### src/rtl/vram_rect_walker.sv
module vram_rect_walker #(
  parameter int XW = 10,
  parameter int YW = 9,
  parameter int DW = 32,
  parameter int Y_LSB = 16
) (
  input  logic                clk,
  input  logic                rst_n,
  input  logic                start,
  input  logic [DW-1:0]       start_pos,
  input  logic [DW-1:0]       start_size,
  input  logic                start_rd,
  input  logic                word_valid,
  input  logic [DW-1:0]       word_data,
  output logic                word_ready,
  output logic                mem_en,
  output logic                mem_we,
  output logic                mem_lane,
  output logic [XW+YW-1:0]    mem_addr,
  output logic [DW/2-1:0]     mem_wdata,
  output logic                busy,
  output logic                done,
  output logic                img_ready,
  output logic                anomaly
);
  localparam int PW = DW / 2;

  logic [XW-1:0] x0, col, wlast;
  logic [YW-1:0] row, hrem;
  logic [PW-1:0] hi_q;
  logic          phase, rd;
  logic          row_end, last_pix, acc;

  assign row_end  = (col == wlast);
  assign last_pix = row_end && (hrem == '0);
  assign acc      = busy && !start && (phase || word_valid);

  assign mem_en     = acc;
  assign mem_we     = acc && !rd;
  assign mem_lane   = phase;
  assign mem_addr   = {row, XW'(x0 + col)};
  assign mem_wdata  = phase ? hi_q : word_data[PW-1:0];
  assign word_ready = acc && (phase || last_pix);

  always_ff @(posedge clk) begin
    if (!rst_n) begin
      busy <= 1'b0; done <= 1'b0; img_ready <= 1'b0; anomaly <= 1'b0;
      rd <= 1'b0; phase <= 1'b0; hi_q <= '0;
      x0 <= '0; col <= '0; wlast <= '0; row <= '0; hrem <= '0;
    end else begin
      done    <= 1'b0;
      anomaly <= 1'b0;
      if (start) begin
        anomaly   <= busy;
        busy      <= 1'b1;
        rd        <= start_rd;
        img_ready <= start_rd;
        x0        <= start_pos[XW-1:0];
        row       <= start_pos[Y_LSB +: YW];
        wlast     <= start_size[XW-1:0] - XW'(1);
        hrem      <= start_size[Y_LSB +: YW] - YW'(1);
        col       <= '0;
        phase     <= 1'b0;
      end else if (acc) begin
        if (!phase) hi_q <= word_data[DW-1:PW];
        if (last_pix) begin
          busy      <= 1'b0;
          done      <= 1'b1;
          img_ready <= 1'b0;
          phase     <= 1'b0;
        end else begin
          phase <= ~phase;
          if (row_end) begin
            col  <= '0;
            row  <= row + YW'(1);
            hrem <= hrem - YW'(1);
          end else begin
            col <= col + XW'(1);
          end
        end
      end
    end
  end
endmodule


### config.mk
export PLATFORM = sky130hd
export DESIGN_NAME = vram_rect_walker
export DESIGN_NICKNAME = d
export VERILOG_FILES = /design/src/rtl/vram_rect_walker.sv
export SDC_FILE = /design/constraint.sdc
export NUM_CORES = 1
export LEC_CHECK = 0
export BUFFER_PORTS_ARGS = -buffer_cell sky130_fd_sc_hd__clkbuf_2
export CAP_MARGIN = 5
export CORE_ASPECT_RATIO = 0.9
export CORE_UTILIZATION = 50
export DETAILED_ROUTE_END_ITERATION = 7
export MAX_ROUTING_LAYER = met4
export PLACE_DENSITY = 0.8
export SLEW_MARGIN = 20
export SYNTH_ARGS = -nofsm -noshare
export SYNTH_HDL_FRONTEND = slang
export SYNTH_SLANG_ARGS = --single-unit
### constraint.sdc
create_clock -name clk -period 8.8 [get_ports clk]
set_input_delay 1.32 -clock clk [delete_from_list [all_inputs] [get_ports clk]]
set_output_delay 1.32 -clock clk [all_outputs]
set_load 0.02 [all_outputs]
# After elaboration in Yosys (flattened, before gate mapping)
# Index checks and enable logic that the tools add are counted.
# W data, S select, Z words.
# op_classes
add_sub_neg	6
n_eq_ne	2
mux	16
bitwise_logic	5
reduce_logical	20
# op_table
operator	n
$mux W9	8
$sub A9 B1 Y9 const B	2
$mux W16	1
$add A10 B1 Y10 const B	1
$add A10 B10 Y10	1
$eq A10 B10 Y1	1
$mux W10	1
$sub A10 B1 Y10 const B	1
$add A9 B1 Y9 const B	1
$logic_not A9 Y1	1
$mux W1	6
$reduce_and A2 Y1	3
$reduce_and A3 Y1	2
$reduce_bool A2 Y1	3
$logic_and A1 B1 Y1	5
$not A1 Y1	5
$reduce_or A3 Y1	1
$logic_not A1 Y1	2
$logic_or A1 B1 Y1	2
$ne A2 B2 Y1 const B	1
$reduce_or A2 Y1	1
# word_totals
reg_bits	70
inputBits	101
elab_cells	61

# Depth between registers and ports, before layout
# Gate-level depths: netlist of run 1.
# logic_depth
ltp_word	5
mapped_depth	11

# Worst setup path before layout of run 1
# Ideal clock, no wire load.
# synth_timing
kind	input to register
startpoint	in start
endpoint	reg hrem[8]
setup_time_ns	0.122
arrival_ns	3.972
required_time_ns	8.678
setup_slack_ns	4.706
path_stages	10
n_path_buf	3
path_cell_list	clkbuf_1 clkbuf_1 clkbuf_1 mux2i_1 ha_1 or4b_1 and2_1 a21o_1 o31a_1 o311a_1
# synth_via
elab_chain_len	5
word_cells_on_any_way	8
classes_between	eq/ne: 1; mux: 1; reduce/logical: 6
# synth_rtl
item	line	text
start, declared	9	input logic start,
$logic_not A1 Y1	36	assign acc = busy && !start && (phase || word_valid);
$logic_and A1 B1 Y1 (2 in series)	36	
$reduce_bool A2 Y1 (no source line)	n/a	
$reduce_and A3 Y1 (no source line)	n/a	
end signal, assigned	61	hrem <= start_size[Y_LSB +: YW] - YW'(1);
end signal, assigned	76	hrem <= hrem - YW'(1);
end, declared	29	logic [YW-1:0] row, hrem;
# Several ways; a longest one is shown, not always the timed one.
# A chain may end at the register's enable or synchronous reset.

# Worst setup path in the final report of run 1
# layout_timing
startpoint	in start
endpoint	out mem_en
# layout_via
elab_chain_len	3
# layout_rtl
item	line	text
$logic_not A1 Y1	36	
$logic_and A1 B1 Y1 (2 in series)	36	
end, declared	16	output logic mem_en,
# Every way passes these cells.

==> results of run 1 <==
## stage by stage
stage               total power, W  std cells  hold WS [ns]  utilization [%]
floorplan                 0.000447        492         0.433                -
global placement          0.000490        680         0.441             60.8
detailed placement        0.000496        680         0.450             60.8
CTS                       0.000738        696         0.460             63.2
global route              0.000764        696         0.473             63.2
finish                    0.000731        696         0.460             63.2
## cells in the final DEF, fill, tap and decap left out, types with 4 or more instances in the layout
cell type	netlist	layout
a211oi_1	11	11
a21oi_1	31	31
and3_1	11	11
clkbuf_2	0	117
clkbuf_8	0	9
dfxtp_1	70	70
ha_1	13	13
inv_1	10	10
mux2_2	17	17
mux2i_1	16	16
nand2_1	63	63
nand3_1	13	13
nand4_1	10	10
nor2_1	42	41
nor2b_1	4	4
nor3_1	11	11
nor4_1	8	8
o211ai_1	5	5
o21ai_0	8	8
o21ai_1	8	8
o311a_1	5	5
o31ai_1	4	4
or3_1	14	14
or4_1	8	8
xnor2_1	25	25
xor2_1	10	10
## registers in the layout (all words and copies together) (netlist names), 9 cells and up
name	cells
x0	10
row	9
hi_q	16
hrem	9
wlast	10
col	10
## worst max-delay path, delay by kind of cell
family	cells	cell delay, ns
and+or+nand+nor	1	0.52
buffers and inverters	5	1.69
## area by class of cell
cell class	instances	area, µm²	share of cell area (%)
inverter	12	45.0	0.921
clock buffer	9	124	2.53
tap	96	120	2.46
sequential	70	1400	28.7
multi-input combinational	383	2540	52.0
clock inverter	7	57.6	1.18
timing repair buffer	119	601	12.3
## power groups by stage
| stage | Clock [W] | Combinational (W) | Sequential (W) |
|---|---|---|---|
| after floorplan | 0 | 0.0000883 | 0.000358 |
| after global placement | 0 | 0.000133 | 0.000357 |
| final | 0.000242 | 0.000138 | 0.000351 |
| after global routing | 0.000259 | 0.000151 | 0.000354 |
| after CTS | 0.000248 | 0.000138 | 0.000351 |
| after detailed placement | 0 | 0.000138 | 0.000358 |
## cell families after synthesis
| family | count (synthesis) | synth area share [%] |
|---|---|---|
| flops | 70 | 34.2 |
| fa+ha+maj | 14 | 4.46 |
| xor+xnor | 35 | 7.49 |
| simple gates | 207 | 26.2 |
| mux | 33 | 8.59 |
| compound gates | 94 | 15.2 |
| buf+inv | 39 | 3.82 |
## routing by layer
layer	up-vias	routed length [µm]
li1	2000	-
met1	1905	4650
met2	126	5110
met3	11	647
met4	0	108
met5	-	0
## how the worst min path moves through the flow
| stage | from | to | cells after the start |
|---|---|---|---|
| global route | hi_q[5] | hi_q[5] | 2 |
| floorplan | hi_q[0] | hi_q[0] | 2 |
| finish | hi_q[15] | hi_q[15] | 2 |
| CTS | hi_q[2] | hi_q[2] | 2 |
| global placement | hi_q[15] | hi_q[15] | 2 |
| detailed placement | hi_q[2] | hi_q[2] | 2 |
==> results.py, run 1 <==
metrics = {
    "placed_design": {
        "dp_slack_ns": 3.93,
        "portBuffers": 117,
        "place_area_um2": 4700,
        "gp_congestion": 0.830,
        "dp_hpwl_mm": 7.75,
    },
    "synth": {
        "synth-edff-count": 0,
        "async_flop_share_pct": 0,
        "synth.top_cell.area_share_pct": 34.2,
        "ys.warnings.count": 0,
        "ys_ff_latch": 70,
        "yosysSeqAreaShare_pct": 34.2,
        "synthDistinctLibCells": 60,
        "synth_area_per_cell_um2": 8.32,
        "synthTopCellsByCount": "dfxtp_1, nand2_1, nor2_1, a21oi_1, xnor2_1",
        "synthesis.nets": 607,
        "ys_dominant_reg_cell": "dfxtp_1",
        "synth_area_leaders": "dfxtp_1, nand2_1, xnor2_1, mux2_2, ha_1",
        "yosysTopAreaCell": "dfxtp_1",
        "yosysMostFrequentCell": "dfxtp_1",
        "synthCells": 492,
        "syn-cell-area_um2": 4100,
    },
    "timing": {
        "hold_viol": 0,
        "skew_ns": 0.0109,
        "final_max_slew_viol_count": 0,
        "min_period_ns": 4.88,
        "tightest_slew_ns": 0.944,
        "fin_crit_sh_pct": 55.5,
        "timing.slew.headroom_pct": 37.0,
        "fmax_ghz": 0.205,
        "setup_ws_ns": 3.92,
        "finalSetupViolCount": 0,
        "final.setup.tns_ns": 0,
        "rsz0062_at_grt": "false",
    },
    "clocking": {
        "clk_pin_slew_ns": 0.09,
        "tritoncts": "yes",
        "clock_sinks": 70,
        "ctsHoldBuffers": 0,
        "postCtsSetupBuffers": 0,
        "max-clock-path-buffers": 2,
        "cts_made_buffers": 9,
        "cts-root-buf": "clkbuf_8",
        "clk_latency_ns": 0.36,
        "ctsResizeCount": 0,
        "cts_max_level": 3,
    },
    "job": {
        "maxCapViolCount": 0,
    },
    "worst_setup_path": {
        "max_stage_delay_ns": 0.63,
        "crit_path_end_kind": "primary output",
        "r2r-start": "mem_lane",
        "crit_type": "in -> out",
        "slowest_stage": "clkinv_1",
        "start_kind": "input port",
        "r2r_setup_slack_ns": 5.92,
        "cp-endpoint": "mem_en",
        "crit_fanout": 64,
        "cpMostUsedCell": "clkbuf_2",
        "cp.arrival_ns": 3.56,
        "timing.critical_path.from": "start",
        "r2r_end": "row[3]",
        "path_cells": "clkbuf_2 > buf_4 > clkinv_1 > nand2_1 > inv_1 > clkbuf_2",
        "r2r_cells": 5,
        "cp_data_required_time_ns": 7.48,
    },
    "finish": {
        "fill_cells": 695,
        "antenna_cells": 0,
        "drive_gt1_share_pct": 26.7,
        "syn_to_final_growth_pct": 19.4,
        "final_cell_area_um2": 4890,
        "fin_nets": 710,
    },
    "routing": {
        "post_drt_wl_per_cell_um": 15.1,
        "antenna_left": 0,
        "vias": 4042,
        "dr.first_iter.drc_count": 186,
        "drc": 0,
        "drtPass1Iterations": 4,
        "viasPerCell": 5.81,
        "routed_wl_mm": 10.5,
    },
    "power": {
        "intPower_w": 0.000498,
        "powerDensity_nw_per_um2": 150,
        "p_leak_nw": 2.10,
        "peakVddDrop_mv": 0.101,
        "switchingPower_w": 0.000234,
        "clockPowerShare_pct": 33.1,
        "comb_power_share_pct": 18.9,
        "power_frac_seq_pct": 48.0,
        "swShare_pct": 31.9,
    },
    "grt": {
        "grt_pass1_vias": 3714,
        "grt_max_degree": 65,
        "grt-busiest-layer": "met2",
        "grt_usage_pct": 25.4,
        "use_met1_pct": 29.9,
        "overflow": 0,
        "antenna_found_initial": 0,
        "met2_usage_pct": 43.2,
        "grt_pass1_wl_mm": 17.0,
        "use_met3_pct": 6.15,
    },
    "floorplanning": {
        "start_util_pct": 53.0,
        "fp.coreArea_um2": 7730,
        "rows": 30,
        "die_h_um": 87.9,
        "pin_count": 144,
        "die_x_um": 97.4,
        "die_area_um2": 8560,
    },
    "status": {
        "outcome": "finished clean",
    },
    "hold_path": {
        "hp-class": "reg -> reg",
    },
}
(Power assumes the default switching activity.)
==> run 2: changes to the inputs <==
--- a/config.mk
+++ b/config.mk
@@ -8,10 +8,10 @@
 export BUFFER_PORTS_ARGS = -buffer_cell sky130_fd_sc_hd__clkbuf_2
 export CAP_MARGIN = 5
 export CORE_ASPECT_RATIO = 0.9
-export CORE_UTILIZATION = 50
+export CORE_UTILIZATION = 46
 export DETAILED_ROUTE_END_ITERATION = 7
 export MAX_ROUTING_LAYER = met4
-export PLACE_DENSITY = 0.8
+export PLACE_DENSITY = 0.78
 export SLEW_MARGIN = 20
 export SYNTH_ARGS = -nofsm -noshare
 export SYNTH_HDL_FRONTEND = slang
==> constraint.sdc (replaced) <==
create_clock -name clk -period 4.04 [get_ports clk]
set_input_delay 0.606 -clock clk [delete_from_list [all_inputs] [get_ports clk]]
set_output_delay 0.606 -clock clk [all_outputs]
set_load 0.02 [all_outputs]
==> run 2 against run 1 <==
  * Flip-flop and latch count did not move
  * Sequential power is 120% higher
  * Via count is essentially flat
  * Clock skew rose by 0.0011 ns
==> results.py, run 2 (synthesis gave the netlist of run 1 again) <==
metrics = {
    "job": {
        "maxCapViolCount": 0,
    },
    "clocking": {
        "ctsHoldBuffers": 0,
        "clk_latency_ns": 0.35,
        "tritoncts": "yes",
        "cts-root-buf": "clkbuf_8",
        "cts_max_level": 3,
        "clk_pin_slew_ns": 0.07,
        "cts_made_buffers": 9,
        "ctsResizeCount": 0,
        "max-clock-path-buffers": 2,
        "clock_sinks": 70,
        "postCtsSetupBuffers": 0,
    },
    "timing": {
        "tightest_slew_ns": 0.971,
        "fmax_ghz": 0.311,
        "hold_viol": 0,
        "finalSetupViolCount": 0,
        "final.setup.tns_ns": 0,
        "fin_crit_sh_pct": 79.7,
        "setup_ws_ns": 0.820,
        "min_period_ns": 3.22,
        "timing.slew.headroom_pct": 35.0,
        "skew_ns": 0.0121,
        "final_max_slew_viol_count": 0,
        "hold-worst-slack_ns": 0.454,
        "rsz0062_at_grt": "false",
    },
    "finish": {
        "syn_to_final_growth_pct": 21.3,
        "largest_reg_flops": 16,
        "drive_gt1_share_pct": 26.7,
        "fill_cells": 793,
        "final_cell_mix": "clkbuf_2, dfxtp_1, nand2_1, nor2_1, a21oi_1",
        "fin_nets": 714,
        "regMostFlops": "hi_q",
        "antenna_cells": 0,
        "final_common_cell": "clkbuf_2",
    },
    "floorplanning": {
        "die_area_um2": 9280,
        "fp.coreArea_um2": 8610,
        "start_util_pct": 47.6,
        "pin_count": 144,
        "die_h_um": 91.5,
        "rows": 32,
        "die_x_um": 101,
    },
    "routing": {
        "dr.first_iter.drc_count": 181,
        "vias": 4038,
        "viasPerCell": 5.59,
        "post_drt_wl_per_cell_um": 14.1,
        "drc": 0,
        "antenna_left": 0,
        "routed_wl_mm": 10.2,
        "drtPass1Iterations": 5,
    },
    "power": {
        "powerDensity_nw_per_um2": 335,
        "p_leak_nw": 2.14,
        "power_w": 0.00167,
        "peakVddDrop_mv": 0.173,
    },
    "grt": {
        "antenna_found_initial": 0,
        "grt_pass1_vias": 3678,
        "overflow": 0,
        "grt_pass1_wl_mm": 16.6,
        "grt_max_degree": 40,
        "grt_usage_pct": 23.1,
    },
    "hold_path": {
        "hp-class": "reg -> reg",
        "min_from": "hi_q[10]",
        "hold_path_depth": 2,
        "holdPathEnd": "hi_q[10]",
    },
    "placed_design": {
        "portBuffers": 117,
        "dp_slack_ns": 0.856,
        "gp_congestion": 0.883,
        "dp_hpwl_mm": 7.65,
    },
    "worst_setup_path": {
        "cp_data_required_time_ns": 3.43,
        "crit_fanout": 16,
        "crit_type": "reg -> out",
        "crit_path_end_kind": "primary output",
        "start_kind": "flip-flop",
        "r2r-start": "mem_lane",
        "r2r_end": "hrem[8]",
        "cp.arrival_ns": 2.61,
        "r2r_cells": 5,
        "r2r_setup_slack_ns": 1.19,
    },
    "status": {
        "outcome": "finished clean",
    },
}
run 2: cell count changes in the layout (fill, tap and decap cells not counted):
cell	previous run	this run
inv_6	2	0
nor2_1	41	42
clkinv_4	2	0
bufinv_16	0	2
buf_4	2	6
nor2_2	2	1
clkinv_2	0	3
clkbuf_1	0	1
clkinvlp_4	3	0
run 2: worst max path at each step:
stage               startpoint    endpoint  slack (ns)
finish                 hrem[0]  word_ready        0.82
global route           hrem[0]  word_ready        0.65
CTS                    hrem[0]  word_ready        0.80
detailed placement       start     hrem[8]        0.86
global placement         start     hrem[8]        0.93
floorplan                start     hrem[8]        0.66
run 2: cell type report:
type	count	area (µm²)	area share (%)
Multi-Input combinational cell	383	2540	51.1
Sequential cell	70	1400	28.2
Timing Repair Buffer	123	631	12.7
Tap cell	119	149	3.00
Clock buffer	10	128	2.57
Clock inverter	5	75.1	1.51
Inverter	12	45.0	0.907
run 2: stage by stage:
stage	util, %	instances	instance area [µm²]
finish	57.7	722	4970
global route	57.7	722	4970
CTS	57.7	722	4970
detailed placement	55.3	707	4760
global placement	55.3	707	4760
floorplan	-	492	4100
run 2: layer usage:
metal / wire (µm) / GRT usage [%]
met1: 4510 / 28.4
met2: 5010 / 37.9
met3: 567 / 3.85
met4: 136 / 8.09
met5: 0 / -
run 2: worst max-delay path: stages, from the launching register on:
cell	delay (ns)
dfxtp_1	0.35
or4_4	0.59
or3_4	0.43
nor4_4	0.26
buf_4	0.25
nor2_1	0.06
nor2_1	0.13
clkbuf_2	0.19
run 2: power breakdown:
| group | switching (W) | internal (W) |
|---|---|---|
| clock network | 0.000258 | 0.000341 |
| registers | 0.0000365 | 0.000728 |
| logic | 0.000172 | 0.000130 |
| total | 0.000467 | 0.00120 |
==> run 3: changes to the inputs <==
--- a/config.mk
+++ b/config.mk
@@ -5,13 +5,14 @@
 export SDC_FILE = /design/constraint.sdc
 export NUM_CORES = 1
 export LEC_CHECK = 0
+export ABC_AREA = 1
 export BUFFER_PORTS_ARGS = -buffer_cell sky130_fd_sc_hd__clkbuf_2
 export CAP_MARGIN = 5
 export CORE_ASPECT_RATIO = 0.9
 export CORE_UTILIZATION = 46
 export DETAILED_ROUTE_END_ITERATION = 7
 export MAX_ROUTING_LAYER = met4
-export PLACE_DENSITY = 0.78
+export PLACE_DENSITY = 0.77
 export SLEW_MARGIN = 20
 export SYNTH_ARGS = -nofsm -noshare
 export SYNTH_HDL_FRONTEND = slang
==> constraint.sdc (replaced) <==
create_clock -name clk -period 2.6 [get_ports clk]
set_input_delay 0.39 -clock clk [delete_from_list [all_inputs] [get_ports clk]]
set_output_delay 0.39 -clock clk [all_outputs]
set_load 0.02 [all_outputs]
==> run 3 against run 2 <==
  * Non-clock buffer count up 4
  * Critical path depth unchanged
  * Register-to-register slack worse by 0.78 ns
  * Worst hold slack worse by 0.22 ns
  * Global-route usage up 1.3 points
  * Sequential power up 53%
  * Synthesized cell count up 29%
  * Clock power up 70%
  * Count of clock-buffer cells in the layout unchanged
  * Power up 63%
  * Largest power group unchanged
  * Die area up 1.6%
==> results.py, run 3 <==
metrics = {
    "clocking": {
        "clk_pin_slew_ns": 0.07,
        "max-clock-path-buffers": 2,
        "ctsHoldBuffers": 0,
        "cts-root-buf": "clkbuf_8",
        "tritoncts": "yes",
        "clock_sinks": 70,
        "cts_made_buffers": 9,
        "cts_max_level": 3,
        "clk_latency_ns": 0.36,
    },
    "finish": {
        "antenna_cells": 0,
        "syn_to_final_growth_pct": 23.2,
        "largest_reg_flops": 16,
        "final_cell_mix": "nand2_1, clkbuf_2, inv_1, nor2_1, dfxtp_1",
        "drive_gt1_share_pct": 22.4,
        "final_cell_area_um2": 5130,
        "fin_nets": 863,
        "regMostFlops": "hi_q",
        "fin_util_pct": 59.1,
        "final_common_cell": "nand2_1",
    },
    "floorplanning": {
        "die_h_um": 92.3,
        "fp.coreArea_um2": 8690,
        "rows": 32,
        "die_area_um2": 9440,
        "pin_count": 144,
        "die_x_um": 102,
        "start_util_pct": 47.9,
    },
    "synth": {
        "synthTopCellsByCount": "nand2_1, inv_1, nor2_1, dfxtp_1, o21ai_0",
        "synth.top_cell.area_share_pct": 33.7,
        "synth_area_per_cell_um2": 6.58,
        "async_flop_share_pct": 0,
        "synthCells": 633,
        "synthAdderAreaFrac_pct": 4.39,
        "synth_top_family_by_area": "simple AND/OR/NAND/NOR gates",
        "ys.warnings.count": 0,
        "yosysTopAreaCell": "dfxtp_1",
        "synthesis.nets": 748,
        "yosysSeqAreaShare_pct": 33.7,
        "synthSimpleGateAreaFrac_pct": 30.0,
        "synth-edff-count": 0,
        "ys_ff_latch": 70,
        "synthDistinctLibCells": 37,
        "synth_compound_area_share_pct": 16.0,
        "ys_dominant_reg_cell": "dfxtp_1",
        "muxShareOfSynthArea_pct": 0,
        "synth-xor-area-share_pct": 5.05,
        "syn-cell-area_um2": 4160,
        "synth_area_leaders": "dfxtp_1, nand2_1, inv_1, nor2_1, o21ai_0",
        "yosysMostFrequentCell": "nand2_1",
    },
    "timing": {
        "timing.slew.headroom_pct": 49.1,
        "tightest_slew_ns": 0.763,
        "skew_ns": 0.00709,
        "final_max_slew_viol_count": 0,
        "hold_viol": 0,
        "fin_crit_sh_pct": 96.5,
        "fmax_ghz": 0.399,
        "final.setup.tns_ns": 0,
        "min_period_ns": 2.51,
        "finalSetupViolCount": 0,
    },
    "placed_design": {
        "portBuffers": 117,
        "gp_congestion": 0.886,
        "dp_hpwl_mm": 7.77,
        "place_area_um2": 4850,
    },
    "grt": {
        "antenna_found_initial": 0,
        "grt_max_degree": 35,
        "overflow": 0,
        "grt_usage_pct": 24.4,
        "grt_pass1_wl_mm": 17.5,
        "grt_pass1_vias": 4051,
    },
    "worst_setup_path": {
        "start_kind": "flip-flop",
        "cp.arrival_ns": 2.12,
        "crit_path_end_kind": "primary output",
        "crit_fanout": 8,
        "crit_type": "reg -> out",
        "cp_data_required_time_ns": 2.21,
    },
    "status": {
        "outcome": "finished clean",
    },
    "power": {
        "clockPowerShare_pct": 37.7,
        "switchingPower_w": 0.000809,
        "swShare_pct": 29.9,
        "power_frac_seq_pct": 43.3,
        "peakVddDrop_mv": 0.354,
        "powerDensity_nw_per_um2": 528,
        "comb_power_share_pct": 19.0,
        "p_leak_nw": 2.56,
        "intPower_w": 0.00190,
    },
    "routing": {
        "routed_wl_mm": 10.6,
        "drc": 0,
        "viasPerCell": 5.01,
        "antenna_left": 0,
        "dr.first_iter.drc_count": 166,
        "drtPass1Iterations": 5,
        "post_drt_wl_per_cell_um": 12.2,
        "vias": 4371,
    },
    "job": {
        "maxCapViolCount": 0,
    },
    "hold_path": {
        "hp-class": "in -> reg",
    },
}
-- run 3: cell types whose count changed after synthesis, moves of 11 or more --
cell	delta
mux2_2	-17
and3_1	-11
or3_1	-14
a211oi_1	-11
o21ai_0	+47
nand2_1	+86
xnor2_1	-12
nor2_1	+33
mux2i_1	-16
inv_1	+71
nand3_1	+30
a22o_1	+11
-- run 3: critical path, cell delays in order (launching register included) --
cell	delay (ns)
dfxtp_2	0.37
ha_1	0.36
a21oi_1	0.11
o21ai_0	0.24
a21oi_2	0.09
o21ai_0	0.24
xor2_1	0.17
clkbuf_2	0.18
-- run 3: through the flow --
| stage | hold slack [ns] | std cells | power (W) | setup WS [ns] |
|---|---|---|---|---|
| after floorplan | 0.424 | 633 | 0.00153 | 0.431 |
| after global placement | 0.437 | 855 | 0.00169 | 0.318 |
| after detailed placement | 0.440 | 855 | 0.00171 | 0.260 |
| after CTS | 0.213 | 871 | 0.00273 | 0.0323 |
| after global routing | 0.233 | 872 | 0.00284 | -0.0238 |
| final | 0.230 | 872 | 0.00271 | 0.0920 |
-- run 3: path summary, 6_finish.rpt --
kind	startpoint	end	slack (ns)	depth (start not counted)
worst min register to register	hi_q[8]	hi_q[8]	0.45	2
worst min-delay path	start_pos[1]	x0[1]	0.23	3
worst max-delay path	col[2]	mem_addr[9]	0.09	7
worst max register to register	col[3]	hrem[8]	0.41	11
-- run 3: cells by family after synthesis --
family,Yosys count
compound gates,118
xor+xnor,24
fa+ha+maj,14
buf+inv,114
flops,70
simple gates,293
-- run 3: cell type report --
type                    instances  area [µm²]
well taps                     119         149
clock buffers                  10         138
repair buffers                127         666
inverters                      91         342
clock inverters                 6        92.6
flip-flops and latches         70        1410
multi-input cells             449        2340
fillers                       847        3560
-- run 3: repair_timing --
action | in CTS | in global routing
buffers inserted | 0 | 1
gates resized for setup | 3 | 10
endpoints found under the setup margin | 5 | 4
gates cloned | 0 | 0
pin swaps | 0 | 2
-- run 3: per-layer routing --
metal / global-route usage (%) / vias up / routed length (µm)
li1: - / 2262 / -
met1: 28.3 / 1961 / 4620
met2: 40.1 / 132 / 5160
met3: 6.63 / 16 / 681
met4: 8.81 / 0 / 153
met5: - / - / 0
-- run 3: power by group through the flow --
stage / Combinational, W / Sequential, W / Clock, W
CTS: 0.000512 / 0.00117 / 0.00105
finish: 0.000515 / 0.00117 / 0.00102
floorplan: 0.000332 / 0.00120 / 0
global route: 0.000579 / 0.00118 / 0.00109
detailed placement: 0.000509 / 0.00120 / 0
global placement: 0.000494 / 0.00120 / 0
